===== src/rtl/dac_ctrl_pkg.sv =====
package dac_ctrl_pkg;

    typedef enum logic [1:0] {
        PS_SLEEP = 2'd0,
        PS_HOLD  = 2'd1,
        PS_RUN   = 2'd2
    } pwr_state_e;

    typedef struct packed {
        logic [1:0] speed;
        logic [1:0] fmt;
        logic       mute;
        logic       deemph;
        logic       msel;
    } dac_cfg_t;

    localparam logic [1:0] SPEED_RSVD = 2'b11;
    localparam dac_cfg_t   CFG_RESET  = '0;

endpackage


===== src/rtl/dac_ctrl_regs.sv =====
module dac_ctrl_regs
    import dac_ctrl_pkg::*;
#(
    parameter int ADDR_W    = 4,
    parameter int PWR_ADDR  = 0,
    parameter int CTRL_ADDR = 1,
    parameter int STAT_ADDR = 2
) (
    input  logic              clk,
    input  logic              rst_n,
    input  logic              we,
    input  logic [ADDR_W-1:0] addr,
    input  logic [7:0]        wdata,
    output logic              dev_pd,
    output logic              dac_pd,
    output dac_cfg_t          cfg,
    output logic              spd_err
);
    localparam logic [ADDR_W-1:0] A_PWR  = ADDR_W'(PWR_ADDR);
    localparam logic [ADDR_W-1:0] A_CTRL = ADDR_W'(CTRL_ADDR);
    localparam logic [ADDR_W-1:0] A_STAT = ADDR_W'(STAT_ADDR);

    logic     wr_pwr, wr_ctrl, wr_stat, rsvd_hit;
    dac_cfg_t cfg_next;

    assign wr_pwr   = we && (addr == A_PWR);
    assign wr_ctrl  = we && (addr == A_CTRL);
    assign wr_stat  = we && (addr == A_STAT);
    assign rsvd_hit = (wdata[7:6] == SPEED_RSVD);

    // Reserved speed code is filtered here; the other fields pass through.
    always_comb begin
        cfg_next.speed  = rsvd_hit ? cfg.speed : wdata[7:6];
        cfg_next.fmt    = wdata[5:4];
        cfg_next.mute   = wdata[2];
        cfg_next.deemph = wdata[1];
        cfg_next.msel   = wdata[0];
    end

    always_ff @(posedge clk or negedge rst_n) begin
        if (!rst_n) begin
            dev_pd <= 1'b1;
            dac_pd <= 1'b0;
        end else if (wr_pwr) begin
            dev_pd <= wdata[0];
            dac_pd <= wdata[1];
        end
    end

    always_ff @(posedge clk or negedge rst_n) begin
        if (!rst_n) begin
            cfg <= CFG_RESET;
        end else if (wr_ctrl) begin
            cfg <= cfg_next;
        end
    end

    always_ff @(posedge clk or negedge rst_n) begin
        if (!rst_n) begin
            spd_err <= 1'b0;
        end else if (wr_ctrl && rsvd_hit) begin
            spd_err <= 1'b1;
        end else if (wr_stat && wdata[0]) begin
            spd_err <= 1'b0;
        end
    end
endmodule


===== src/rtl/dac_ctrl_rdmux.sv =====
module dac_ctrl_rdmux
    import dac_ctrl_pkg::*;
#(
    parameter int ADDR_W    = 4,
    parameter int PWR_ADDR  = 0,
    parameter int CTRL_ADDR = 1,
    parameter int STAT_ADDR = 2
) (
    input  logic [ADDR_W-1:0] addr,
    input  logic              dev_pd,
    input  logic              dac_pd,
    input  dac_cfg_t          cfg,
    input  logic              spd_err,
    output logic [7:0]        rdata
);
    localparam logic [ADDR_W-1:0] A_PWR  = ADDR_W'(PWR_ADDR);
    localparam logic [ADDR_W-1:0] A_CTRL = ADDR_W'(CTRL_ADDR);
    localparam logic [ADDR_W-1:0] A_STAT = ADDR_W'(STAT_ADDR);

    always_comb begin
        rdata = 8'h00;
        if (addr == A_PWR) begin
            rdata = {6'b0, dac_pd, dev_pd};
        end else if (addr == A_CTRL) begin
            rdata = {cfg.speed, cfg.fmt, 1'b0, cfg.mute, cfg.deemph, cfg.msel};
        end else if (addr == A_STAT) begin
            rdata = {7'b0, spd_err};
        end
    end
endmodule


===== src/rtl/dac_ctrl_pwr_fsm.sv =====
module dac_ctrl_pwr_fsm
    import dac_ctrl_pkg::*;
(
    input  logic clk,
    input  logic rst_n,
    input  logic dev_pd,
    input  logic dac_pd,
    output logic lowpower,
    output logic dac_rst
);
    pwr_state_e state, state_nx;

    always_ff @(posedge clk or negedge rst_n) begin
        if (!rst_n) begin
            state <= PS_SLEEP;
        end else begin
            state <= state_nx;
        end
    end

    always_comb begin
        state_nx = state;
        unique case (state)
            PS_SLEEP: begin
                if (!dev_pd) state_nx = dac_pd ? PS_HOLD : PS_RUN;
            end
            PS_HOLD: begin
                if (dev_pd)       state_nx = PS_SLEEP;
                else if (!dac_pd) state_nx = PS_RUN;
            end
            PS_RUN: begin
                if (dev_pd)      state_nx = PS_SLEEP;
                else if (dac_pd) state_nx = PS_HOLD;
            end
            default: state_nx = PS_SLEEP;
        endcase
    end

    always_comb begin
        lowpower = 1'b1;
        dac_rst  = 1'b1;
        unique case (state)
            PS_SLEEP: begin lowpower = 1'b1; dac_rst = 1'b1; end
            PS_HOLD:  begin lowpower = 1'b0; dac_rst = 1'b1; end
            PS_RUN:   begin lowpower = 1'b0; dac_rst = 1'b0; end
            default:  begin lowpower = 1'b1; dac_rst = 1'b1; end
        endcase
    end
endmodule


===== src/rtl/dac_ctrl_unit.sv =====
module dac_ctrl_unit
    import dac_ctrl_pkg::*;
#(
    parameter int ADDR_W    = 4,
    parameter int PWR_ADDR  = 0,
    parameter int CTRL_ADDR = 1,
    parameter int STAT_ADDR = 2
) (
    input  logic              clk,
    input  logic              rst_n,
    input  logic              reg_we,
    input  logic [ADDR_W-1:0] reg_addr,
    input  logic [7:0]        reg_wdata,
    output logic [7:0]        reg_rdata,
    output logic              lowpower_o,
    output logic              dac_rst_o,
    output logic [1:0]        speed_o,
    output logic [1:0]        fmt_o,
    output logic              mute_n_o,
    output logic              spd_err_o
);
    logic     dev_pd, dac_pd, spd_err;
    dac_cfg_t cfg;

    dac_ctrl_regs #(
        .ADDR_W(ADDR_W), .PWR_ADDR(PWR_ADDR),
        .CTRL_ADDR(CTRL_ADDR), .STAT_ADDR(STAT_ADDR)
    ) u_regs (
        .clk(clk), .rst_n(rst_n), .we(reg_we), .addr(reg_addr),
        .wdata(reg_wdata), .dev_pd(dev_pd), .dac_pd(dac_pd),
        .cfg(cfg), .spd_err(spd_err)
    );

    dac_ctrl_rdmux #(
        .ADDR_W(ADDR_W), .PWR_ADDR(PWR_ADDR),
        .CTRL_ADDR(CTRL_ADDR), .STAT_ADDR(STAT_ADDR)
    ) u_rdmux (
        .addr(reg_addr), .dev_pd(dev_pd), .dac_pd(dac_pd),
        .cfg(cfg), .spd_err(spd_err), .rdata(reg_rdata)
    );

    dac_ctrl_pwr_fsm u_pwr (
        .clk(clk), .rst_n(rst_n), .dev_pd(dev_pd), .dac_pd(dac_pd),
        .lowpower(lowpower_o), .dac_rst(dac_rst_o)
    );

    assign speed_o   = cfg.speed;
    assign fmt_o     = cfg.fmt;
    assign mute_n_o  = ~cfg.mute;
    assign spd_err_o = spd_err;
endmodule


===== config.mk =====
export PLATFORM = sky130hd
export DESIGN_NAME = dac_ctrl_unit
export DESIGN_NICKNAME = d
export VERILOG_FILES = /design/src/rtl/dac_ctrl_pkg.sv /design/src/rtl/dac_ctrl_regs.sv /design/src/rtl/dac_ctrl_rdmux.sv /design/src/rtl/dac_ctrl_pwr_fsm.sv /design/src/rtl/dac_ctrl_unit.sv
export SDC_FILE = /design/constraint.sdc
export NUM_CORES = 1
export LEC_CHECK = 0
export BUFFER_PORTS_ARGS = -buffer_cell sky130_fd_sc_hd__clkbuf_2
export CAP_MARGIN = 0
export CELL_PAD_IN_SITES_DETAIL_PLACEMENT = 0
export CELL_PAD_IN_SITES_GLOBAL_PLACEMENT = 1
export CORE_MARGIN = 1
export CORE_UTILIZATION = 31
export DETAILED_ROUTE_END_ITERATION = 10
export PLACE_DENSITY = 0.7
export SETUP_SLACK_MARGIN = 0.2
export SKIP_LAST_GASP = 1
export SLEW_MARGIN = 10
export SYNTH_ARGS = -nofsm -noshare
export SYNTH_HDL_FRONTEND = slang
export SYNTH_HIERARCHICAL = 1
export SYNTH_SLANG_ARGS = --single-unit

===== constraint.sdc =====
create_clock -name clk -period 1.2 [get_ports clk]
set_input_delay 0.06 -clock clk [delete_from_list [all_inputs] [get_ports clk]]
set_output_delay 0.06 -clock clk [all_outputs]
set_load 0.01 [all_outputs]

======== After elaboration in Yosys (flattened, before gate mapping) ========
Index checks and enable logic that the tools add are counted.
word-level totals
  register bits ........................... 12
  output and inout bits ................... 16
  word-level logic and storage cells ...... 44
operators by class
  eq/ne operators ......................... 8
  mux-type cells .......................... 14
  bitwise logic cells ..................... 2
  reduce and logical (&&, ||, !) cells .... 11
operators with widths
  operator                                       count
  2-to-1 mux 8 bit                               2
  2-to-1 mux 2 bit                               6
  != test 3 bit, second input constant           2
  case mux 2 bit (3 select lines)                1
  logical AND 1 bit                              5
  2-to-1 mux 1 bit                               5
  == test 2 bit, second input constant           2
  == test 4 x 1 -> 1 bit, second input constant  1
  == test 4 x 2 -> 1 bit, second input constant  1
  logical NOT 4 bit                              1
  AND reduction 3 bit                            1
  == test 2 x 1 -> 1 bit, second input constant  1
  logical NOT 2 bit                              1
  != test 2 bit, second input constant           1
  inverter 1 bit                                 2
  AND reduction 2 bit                            1
  nonzero test 2 bit                             1
  OR reduction 2 bit                             1

======== Longest topological paths before layout ========
Gate-level depths: netlist (run 1).
  depth in word-level cells ............... 5
  gate-level depth with buffers ........... 5
  gate-level depth less buffers ........... 5

======== Hierarchy ========
The synthesis (run 1) kept the hierarchy.
modules (own cells, without submodules)
  module            times used  cells an instance  area an instance (um2)  sequential area each (um2)
  dac_ctrl_regs     1           30                 435.4                   251.5
  dac_ctrl_pwr_fsm  1           21                 190.2                   50.0
  dac_ctrl_rdmux    1           14                 117.6                   0.0
  dac_ctrl_unit     1           1                  3.8                     0.0

======== Least setup slack after synthesis (run 1) ========
No wires, ideal clock.
  path type ............................... register to output
  start point ............................. register u_regs.dev_pd
  end point ............................... output reg_rdata[0]
  data arrival time ....................... 1.181 ns
  path slack .............................. -0.041 ns
  stages on the path, launching flop included .. 4
  buffers on the path ..................... 0
  cells stage by stage .................... dfstp_2 -> nor2b_1 -> a211oi_1 -> a2111oi_2
on the way
  cells in the longest elaborated chain, start to end .. 1
ends and longest elaborated chain
  item                    RTL line              RTL
  from (decl)             dac_ctrl_regs.sv:14   output logic dev_pd,
  from (signal assigned)  dac_ctrl_regs.sv:45   dev_pd <= wdata[0];
  2-to-1 mux 8 bit        dac_ctrl_rdmux.sv:22  if (addr == A_PWR) begin
  to (decl)               dac_ctrl_unit.sv:14   output logic [7:0] reg_rdata,
No other way between the ends.

======== Worst setup path after layout (run 1) ========
Same ends and word-level chain as after synthesis.

==> metrics.md, run 1 <==
| Metric | Value |
|---|---|
| Final worst setup slack | `-0.314 ns` |
| IO Pins | `31` |
| Largest area contributor in the netlist | `dfrtp_1` |
| Cell count after synthesis | `between 60 and 70` |
| Initial antenna violation count | `0` |
| WS Path Type | `flop to output port` |
| Clock Skew | `0.00824 ns` |
| Minimum hold slack | `0.00931 ns` |
| CTS sink cnt | `12` |
| Slowest stage cell on the critical path | `dfstp_2` |
| Outcome | `finished with violations` |
| Remaining DRCs | `0` |
| Post-synthesis sequential area ratio | `0.404` |
| Area Growth Syn to Fin | `55.9%` |
| Crit start category | `flop` |
| Pre-CTS setup slack | `-0.0861 ns` |
| Mapped Nets | `85` |
| Final worst-path cycle share | `1.26` |
| Final setup viols | `4` |
| Maximum root-to-sink buffer count | `2` |
| Failing checks | `setup timing` |
| Clock transition at path regs | `around 0.08 ns` |
| Total grt overflow | `0` |
| Synth Cell Area | `747 µm²` |
| Vias in the first global route | `between 600 and 700` |
| WL final | `roughly 1.7 mm` |
| Starting Density | `0.334` |
| Clk Latency, worst-skew pair | `0.27 ns` |
| Fmax | `roughly 0.66 GHz` |
| Critical path cell sequence | `nor2b_4 -> a211oi_2 -> a2111oi_2 -> buf_2` |
| Worst Path Max Fanout | `2` |
| Die span in y | `a little over 50 µm` |
| HPWL Detailed | `between 1 and 1.5 mm` |
| Total global-route track usage | `0.141` |
| Post-synthesis cell type count | `29` |
| Num rows | `17` |
| Crit end category | `output port` |
| DRT iter0 DRCs | `6` |
| Fin. max-slew vios | `0` |
| Die area | `approximately 2600 µm²` |
| LEAKAGE | `between 0.5 and 0.6 nW` |
| CP required | `1.14 ns` |
| Worst hold path type | `input port to flop` |
| Worst R2R Path Depth | `5` |
| H-Tree Depth | `1` |
| Max stage delay on crit path | `between 0.5 and 0.6 ns` |
| Max IR drop VDD | `0.778 mV` |
| First-pass GRT wire length | `~2.7 mm` |
| Hold path depth | `2` |
| P per Cell Area | `between 1000 and 1500 nW/µm²` |
| Yosys reg bits | `12` |
| FF/Latch Area | `around 300 µm²` |
| ANT nets after route | `0` |
| N_diodes | `0` |
| CTS buffer count | `3` |
| Min cycle time layout | `about 1.5 ns` |
| Layout fillers | `207` |
| Syn Area/Cell | `11.3 µm²` |
| Arr. time, crit path | `~1.5 ns` |
| Final Hold Viols | `0` |
| Via/cell ratio | `~4.7` |
| Die W | `between 50 and 60 µm` |
| RSZ-0062 raised after global routing | `yes` |
| MaxCap Viol Count | `0` |
| Synth warn | `6` |
| Fraction of registers with async set/reset | `1.00` |
| Largest net degree at the start of global routing | `13` |
| Main flop type after synthesis | `dfrtp_1` |
| First-pass DRT Iterations | `3` |
| CORE AREA | `2230 µm²` |
| DR vias | `approximately 640` |
| Dpl cells | `roughly 130` |
| Post-synth EDFFs | `0` |
| Yosys top cell area share | `0.369` |
| Total Power | `about 1.7 mW` |
| Multi-input logic area | `about 480 µm²` |
| Avg WL per Cell | `12.7 µm` |
| CTS tree | `done` |
| Nets | `~130` |
| Share of layout cells above drive strength 1 | `0.679` |
| Final Non-Filler Cells | `137` |
| RePlAce Congestion | `0.784` |
| CTS Root Cell | `clkbuf_4` |
| Top area cells in the synthesized netlist | `dfrtp_1 37%, mux2_2 11%, ha_1 6.7%` |
| PortBufs | `28` |
logic make-up (layout without fill, tap and decap cells):
family,Yosys count,after routing,share of synthesized area
adder cells (fa/ha/maj),4,4,0.0670
multiplexers,8,8,0.119
AO/OA/AOI/OAI,11,11,0.112
flip-flops,12,12,0.404
other,1,1,0.00502
AND/OR/NAND/NOR,23,23,0.253
buffers and inverters,7,50,0.0402
metal layers:
layer	wire (µm)	vias up	part of all wire	global-route usage
met3	76	2	0.044	0.0357
met1	761	305	0.44	0.169
met4	19	0	0.011	0.0556
li1	-	319	-	-
met2	886	15	0.51	0.237
met5	0	-	0	0
area by class of cell:
class	count	area share
well taps	28	0.0301
flip-flops and latches	12	0.261
multi-input cells	47	0.411
clock buffers	4	0.0226
inverters	6	0.0193
repair buffers	40	0.256
report_power, final:
part,switching [mW],internal [mW]
logic,0.372,0.485
registers,0.0912,0.518
clock network,0.134,0.129
total,0.597,1.13
path summary, 6_finish.rpt:
| path | startpoint | endpoint | slack, ns |
|---|---|---|---|
| min in group asynchronous | rst_n | u_regs/cfg[6]$_DFFE_PN0P_ | 0.21 |
| min | reg_wdata[5] | u_regs/cfg[4]$_DFFE_PN0P_ | 0.009 |
| max reg2reg | u_regs/dev_pd$_DFFE_PN1P_ | u_pwr/state[0]$_DFFE_PN0P_ | -0.06 |
| min reg2reg | u_regs/cfg[6]$_DFFE_PN0P_ | u_regs/cfg[6]$_DFFE_PN0P_ | 0.52 |
| max in group asynchronous | rst_n | u_regs/dev_pd$_DFFE_PN1P_ | 0.70 |
| max | u_regs/dev_pd$_DFFE_PN1P_ | reg_rdata[0] | -0.31 |
cell usage after synthesis (2+ instances only):
library cell / number
dfrtp_1: 11
mux2_2: 7
inv_1: 6
and2_1: 5
ha_1: 4
nand2_1: 4
o21ai_0: 3
nor2b_1: 2
nor4_1: 2
nor4b_2: 2
o21ai_1: 2
cell usage in the layout, fill, tap and decap left out, types with 3 or more instances in the layout:
| master | count |
|---|---|
| clkbuf_2 | 16 |
| dfrtp_1 | 9 |
| buf_4 | 7 |
| buf_6 | 6 |
| buf_2 | 6 |
| mux2_2 | 6 |
| and2_1 | 5 |
| clkbuf_4 | 4 |
| inv_2 | 4 |
| nand2_1 | 4 |
| o21ai_1 | 3 |
flip-flops by register name, indices dropped and copies added, names as in the netlist:
register        cells
u_regs/dac_pd       1
u_pwr/state         2
u_regs/spd_err      1
u_regs/cfg          7
u_regs/dev_pd       1
critical path, delay by kind of cell, from the launching register on:
family                 cells  cell delay, ns
DFF                        1            0.54
buffers and inverters      1            0.19
and+or+nand+nor            1            0.14
AOI/OAI and AO/OA          2            0.32
metrics by stage:
step	TNS, ns	util	cell area, µm²
after floorplan	0	-	766
after global routing	-0.691	0.522	1160
after detailed placement	-0.311	0.440	983
final	-0.433	0.522	1160
after CTS	-0.348	0.485	1080
after global placement	-0.179	0.440	983
timing repair:
action                                 4_1_cts  5_1_grt
pin swaps                                    3       10
setup endpoints to repair                   11       14
gates resized for setup                     11       28
setup buffers                                3        3
endpoints found under the hold margin       12        0
hold buffers                                 1        0
Power figures use the tool's default switching activity.
==> run 2, diff against run 1 <==
--- a/config.mk
+++ b/config.mk
@@ -12,6 +12,7 @@
 export CORE_MARGIN = 1
 export CORE_UTILIZATION = 31
 export DETAILED_ROUTE_END_ITERATION = 10
+export HOLD_SLACK_MARGIN = 0.08
 export PLACE_DENSITY = 0.7
 export SETUP_SLACK_MARGIN = 0.2
 export SKIP_LAST_GASP = 1
==> run 2 against run 1 <==
Count of clock-buffer cells in the layout did not move. Combinational power rose by 2.6%. Sequential share of layout area shrank 1.7 points. Sequential power is essentially flat. Global-route usage increased by 0.82 points. Setup slack improved by 0.0041 ns. Cell area rose by 6.9%. Critical path depth unchanged. Fmax is 0.27% higher. The run still ends with setup timing left. Register-to-register slack about the same.
==> metrics.md, run 2 (synthesized netlist as in run 1, its figures left out) <==
| Metric | Value |
|---|---|
| LEAKAGE | `~0.58 nW` |
| Placed cell area | `slightly below 1000 µm²` |
| Comb power frac | `0.502` |
| Starting Density | `0.334` |
| Fmax | `between 0.6 and 0.7 GHz` |
| Fin util | `0.557` |
| Arr. time, crit path | `between 1 and 1.5 ns` |
| First-pass GRT wire length | `2.87 mm` |
| Critical path cell sequence | `nor2b_4 -> a211oi_2 -> a2111oi_2 -> buf_2` |
| Nets | `between 100 and 150` |
| Via/cell ratio | `roughly 4.6` |
| WS Path Type | `flop to output port` |
| Largest register FFs | `7` |
| Int Power | `about 1.1 mW` |
| RSZ-0062 raised after global routing | `yes` |
| P per Cell Area | `between 1000 and 1500 nW/µm²` |
| DRT iter0 DRCs | `6` |
| Die span in y | `just over 50 µm` |
| First-pass DRT Iterations | `4` |
| Total grt overflow | `0` |
| Sw Ratio | `0.343` |
| CTS tree | `done` |
| Final setup viols | `4` |
| FF-to-FF setup slack | `-0.06 ns` |
| HPWL Detailed | `between 1 and 1.5 mm` |
| Crit end category | `output port` |
| DR vias | `671` |
| H-Tree Depth | `1` |
| Design area | `between 1000 and 1500 µm²` |
| Remaining DRCs | `0` |
| Area Growth Syn to Fin | `66.7%` |
| Die area | `~2600 µm²` |
| Seq pwr share | `0.348` |
| Final worst setup slack | `-0.309 ns` |
| Commonest non-fill, non-tap cell in the layout | `clkbuf_2` |
| Num rows | `17` |
| Total global-route track usage | `0.149` |
| CP required | `1.14 ns` |
| Fin. max-slew vios | `0` |
| Final Hold Viols | `0` |
| Die W | `~51 µm` |
| Setup TNS | `-0.427 ns` |
| N_diodes | `0` |
| CTS buffer count | `3` |
| CORE AREA | `approximately 2200 µm²` |
| Top reg by flops | `u_regs/cfg` |
| Max IR drop VDD | `between 0.7 and 0.8 mV` |
| Min cycle time layout | `1.51 ns` |
| Outcome | `finished with violations` |
| Pre-CTS setup slack | `-0.0861 ns` |
| Failing checks | `setup timing` |
| Dpl cells | `around 130` |
| Top flop regs | `u_regs/cfg x7, u_pwr/state x2` |
| ANT nets after route | `0` |
| CTS sink cnt | `12` |
| Share of layout cells above drive strength 1 | `0.641` |
| Clk network pwr share | `0.149` |
| Most frequent cells in the layout | `15 x clkbuf_2, 9 x dfrtp_1, 8 x buf_4` |
| Crit start category | `flop` |
| Vias in the first global route | `approximately 670` |
| Worst Path Max Fanout | `2` |
| Avg WL per Cell | `12.6 µm` |
| PortBufs | `28` |
| Final worst-path cycle share | `1.26` |
| Max stage delay on crit path | `approximately 0.54 ns` |
| RePlAce Congestion | `0.784` |
| Clock transition at path regs | `0.08 ns` |
| MaxCap Viol Count | `0` |
| Final Non-Filler Cells | `145` |
| WL final | `roughly 1.8 mm` |
| IO Pins | `31` |
| CTS Root Cell | `clkbuf_4` |
| Maximum root-to-sink buffer count | `2` |
| Clk Latency, worst-skew pair | `approximately 0.27 ns` |
| Clock Skew | `0.00731 ns` |
| Worst hold path type | `input port to flop` |
| Sw Pwr | `0.600 mW` |
| Largest net degree at the start of global routing | `13` |
| Slowest stage cell on the critical path | `dfstp_2` |
| Initial antenna violation count | `0` |
## run 2: changes by cell type in the layout (fill, tap and decap cells not counted)
cell / change
buf_2: +1
buf_4: +1
clkbuf_2: -1
dlygate4sd3_1: +6
dlymetal6s4s_1: +1
o21ai_0: -1
o21ai_1: +1
## run 2: routing by layer
metal,wire length (µm),global-route usage
met1,773,0.173
met2,963,0.263
met3,67,0.0327
met4,18,0.0556
met5,0,0
## run 2: cell type report
| class | count | area, µm² |
|---|---|---|
| flip-flops and latches | 12 | 304 |
| clock buffers | 4 | 26.3 |
| inverters | 6 | 22.5 |
| multi-input cells | 47 | 479 |
| fillers | 202 | 988 |
| well taps | 28 | 35.0 |
| repair buffers | 48 | 378 |
## run 2: per-stage QoR
stage / total power [mW] / hold WS, ns
detailed placement: 1.23 / -0.0369
finish: 1.75 / 0.160
global route: 1.87 / 0.171
CTS: 1.62 / 0.119
global placement: 1.22 / -0.0430
floorplan: 0.974 / -0.236
## run 2: final timing paths
| kind | start | to | cells after the start |
|---|---|---|---|
| setup / recovery | u_regs/dev_pd$_DFFE_PN1P_ | reg_rdata[0] | 4 |
| hold / removal | reg_addr[3] | u_regs/spd_err$_DFFE_PN0P_ | 4 |
| setup reg to reg | u_regs/dev_pd$_DFFE_PN1P_ | u_pwr/state[0]$_DFFE_PN0P_ | 5 |
| hold reg to reg | u_regs/cfg[6]$_DFFE_PN0P_ | u_regs/cfg[6]$_DFFE_PN0P_ | 1 |
| max in group asynchronous | rst_n | u_regs/dev_pd$_DFFE_PN1P_ | 2 |
| min in group asynchronous | rst_n | u_regs/cfg[6]$_DFFE_PN0P_ | 2 |
## run 2: power by group through the flow
stage / clock network (mW) / logic (mW) / registers (mW)
2_1_floorplan: 0 / 0.354 / 0.620
3_3_place_gp: 0 / 0.602 / 0.615
3_5_place_dp: 0 / 0.609 / 0.620
4_1_cts: 0.274 / 0.735 / 0.609
5_1_grt: 0.284 / 0.958 / 0.624
6_report: 0.261 / 0.879 / 0.609
## run 2: timing repair
item,4_1_cts,5_1_grt
hold endpoints to repair,22,0
pin swaps,3,12
setup endpoints to repair,11,15
buffers inserted,3,4
gates resized for setup,11,31
hold buffers,8,0
## run 2: critical path: cells and delay by family (launching register included)
| family | cells | cell delay [ns] |
|---|---|---|
| AOI/OAI and AO/OA | 2 | 0.32 |
| and+or+nand+nor | 1 | 0.13 |
| DFF | 1 | 0.54 |
| buffers and inverters | 1 | 0.19 |
==> run 3, diff against run 2 <==
--- a/config.mk
+++ b/config.mk
@@ -5,15 +5,15 @@
 export SDC_FILE = /design/constraint.sdc
 export NUM_CORES = 1
 export LEC_CHECK = 0
-export BUFFER_PORTS_ARGS = -buffer_cell sky130_fd_sc_hd__clkbuf_2
+export BUFFER_PORTS_ARGS = -buffer_cell sky130_fd_sc_hd__buf_4
 export CAP_MARGIN = 0
 export CELL_PAD_IN_SITES_DETAIL_PLACEMENT = 0
 export CELL_PAD_IN_SITES_GLOBAL_PLACEMENT = 1
 export CORE_MARGIN = 1
-export CORE_UTILIZATION = 31
+export CORE_UTILIZATION = 34
 export DETAILED_ROUTE_END_ITERATION = 10
 export HOLD_SLACK_MARGIN = 0.08
-export PLACE_DENSITY = 0.7
+export PLACE_DENSITY = 0.73
 export SETUP_SLACK_MARGIN = 0.2
 export SKIP_LAST_GASP = 1
 export SLEW_MARGIN = 10
==> constraint.sdc (replaced) <==
create_clock -name clk -period 1.71 [get_ports clk]
set_input_delay 0.0855 -clock clk [delete_from_list [all_inputs] [get_ports clk]]
set_output_delay 0.0855 -clock clk [all_outputs]
set_load 0.01 [all_outputs]
==> run 3 against run 2 <==
First-iteration DRC count fell by 67%. Combinational power fell by 50%. Highest routed layer unchanged. Count of clock-buffer cells in the layout did not move. Non-clock buffer count fell by 11. Sequential power fell by 32%. Critical path type unchanged. The flow now finishes without violations. Via count fell by 6.7%. Power fell by 38%. Setup slack improved by 0.56 ns.
==> metrics.md, run 3 (synthesized netlist as in run 1, its figures left out) <==
| Metric | Value |
|---|---|
| Critical path buffers and inverters | `1` |
| CTS tree | `done` |
| Layout fillers | `around 180` |
| Clock Skew | `about 0.00034 ns` |
| CTS sink cnt | `12` |
| Most frequent cells in the layout | `29 x buf_4, 11 x dfrtp_1, 8 x dlygate4sd3_1` |
| Setup TNS | `0 ns` |
| FF/Latch Area | `around 300 µm²` |
| Vias in the first global route | `around 660` |
| Arr. time, crit path | `1.37 ns` |
| Crit end category | `output port` |
| Hold Path End | `u_regs/spd_err$_DFFE_PN0P_` |
| Final Hold Viols | `0` |
| Total Power | `between 1 and 1.5 mW` |
| Commonest non-fill, non-tap cell in the layout | `buf_4` |
| Hold path depth | `3` |
| Maximum root-to-sink buffer count | `2` |
| WL final | `approximately 1.6 mm` |
| Nets | `126` |
| Total global-route track usage | `0.155` |
| LEAKAGE | `approximately 0.51 nW` |
| Max stage delay on crit path | `between 0.5 and 0.6 ns` |
| Worst hold path type | `input port to flop` |
| Clk Latency, worst-skew pair | `0.27 ns` |
| Crit start category | `flop` |
| Num rows | `16` |
| WS Path Type | `flop to output port` |
| Die area | `about 2400 µm²` |
| N_diodes | `0` |
| Largest net degree at the start of global routing | `13` |
| Pre-CTS setup slack | `0.326 ns` |
| Worst R2R Path Depth | `5` |
| R2r endpoint | `u_pwr/state[0]$_DFFE_PN0P_` |
| Top flop regs | `u_regs/cfg x7, u_pwr/state x2` |
| Final worst-path cycle share | `0.854` |
| MaxCap Viol Count | `0` |
| Largest register FFs | `7` |
| Worst Path Max Fanout | `2` |
| Final Non-Filler Cells | `133` |
| P per Cell Area | `982 nW/µm²` |
| Share of layout cells above drive strength 1 | `0.472` |
| Avg WL per Cell | `12.1 µm` |
| PortBufs | `28` |
| ANT nets after route | `0` |
| Total grt overflow | `0` |
| H-Tree Depth | `1` |
| Final worst setup slack | `around 0.25 ns` |
| Dpl cells | `120` |
| DR vias | `roughly 630` |
| Initial antenna violation count | `0` |
| First-pass DRT Iterations | `2` |
| Max IR drop VDD | `about 0.6 mV` |
| Area Growth Syn to Fin | `48.2%` |
| Slowest stage cell on the critical path | `dfstp_2` |
| Multi-input logic area | `415 µm²` |
| First-pass GRT wire length | `approximately 2.8 mm` |
| IO Pins | `31` |
| RSZ-0062 raised after global routing | `yes` |
| Min cycle time layout | `between 1 and 1.5 ns` |
| Die W | `roughly 49 µm` |
| Outcome | `complete, no violations` |
| Remaining DRCs | `0` |
| CTS buffer count | `3` |
| Fin. max-slew vios | `0` |
| FF-to-FF setup slack | `between 0.3 and 0.4 ns` |
| RePlAce Congestion | `approximately 0.77` |
| Top reg by flops | `u_regs/cfg` |
| Fmax | `between 0.6 and 0.7 GHz` |
| Via/cell ratio | `roughly 4.7` |
| DRT iter0 DRCs | `2` |
| Final setup viols | `0` |
| CP required | `about 1.6 ns` |
| Starting Density | `0.369` |
| Die span in y | `just under 50 µm` |
| CORE AREA | `2020 µm²` |
| R2R Path Start | `u_pwr/state[0]$_DFFE_PN0P_` |
| Delay-heaviest family, CP | `flip-flops` |
| HPWL Detailed | `approximately 1.2 mm` |
| CTS Root Cell | `clkbuf_4` |
| Clock transition at path regs | `around 0.07 ns` |
| Critical path cell sequence | `nor2b_1 -> a211oi_1 -> a2111oi_2 -> buf_4` |
| Hold_sp | `reg_addr[2]` |
## run 3: cell count changes in the layout (fill, tap and decap cells not counted), sizes merged
cell | previous run | this run
clkbuf | 20 | 4
dlygate4sd3 | 7 | 8
buf | 24 | 29
dlymetal6s4s | 1 | 0
## run 3: final cells by class
cell class	instances	area share
multi-input cells	47	0.375
repair buffers	37	0.269
clock buffers	4	0.0328
flip-flops and latches	12	0.272
well taps	27	0.0305
inverters	6	0.0203
## run 3: worst reg2reg max path, delay by kind of cell (launching register included)
kind | cells | cell delay, ns
fa+ha+maj | 1 | 0.24
flops | 1 | 0.40
buf+inv | 1 | 0.08
simple gates | 1 | 0.15
compound gates | 2 | 0.35
## run 3: stage by stage
| step | util | hold WS [ns] | instance area (µm²) |
|---|---|---|---|
| after global routing | 0.548 | 0.137 | 1110 |
| final | 0.548 | 0.141 | 1110 |
| after global placement | 0.486 | -0.0654 | 983 |
| after CTS | 0.548 | 0.129 | 1110 |
| after floorplan | - | -0.210 | 747 |
| after detailed placement | 0.486 | -0.0642 | 983 |
## run 3: timing repair
item / CTS / global route
gates resized for setup: 0 / 0
pin swaps: 1 / 0
setup buffers: 1 / 0
endpoints found under the hold margin: 22 / 0
hold buffers: 8 / 0
setup endpoints to repair: 1 / 1
## run 3: routing by layer
| metal | vias to the layer above | part of all wire | track usage |
|---|---|---|---|
| met4 | 0 | 0.012 | 0.0882 |
| li1 | 317 | - | - |
| met2 | 14 | 0.53 | 0.273 |
| met1 | 293 | 0.43 | 0.174 |
| met3 | 2 | 0.025 | 0.0280 |
| met5 | - | 0 | 0 |
## run 3: worst max path at each step
stage	startpoint	to	slack, ns	depth (start not counted)
floorplan	u_regs/dev_pd$_DFFE_PN1P_	reg_rdata[0]	0.44	3
finish	u_regs/dev_pd$_DFFE_PN1P_	reg_rdata[0]	0.25	4
global route	u_regs/dev_pd$_DFFE_PN1P_	reg_rdata[0]	0.10	4
detailed placement	u_regs/dev_pd$_DFFE_PN1P_	reg_rdata[0]	0.33	4
global placement	reg_addr[1]	u_regs/dac_pd$_DFFE_PN0P_	0.34	4
CTS	u_regs/dev_pd$_DFFE_PN1P_	reg_rdata[0]	0.22	4
## run 3: power breakdown
| part | internal (mW) | switching (mW) | leakage [nW] |
|---|---|---|---|
| logic | 0.241 | 0.202 | 0.344 |
| registers | 0.360 | 0.0568 | 0.147 |
| clock network | 0.129 | 0.0985 | 0.0210 |
| total | 0.730 | 0.357 | 0.512 |
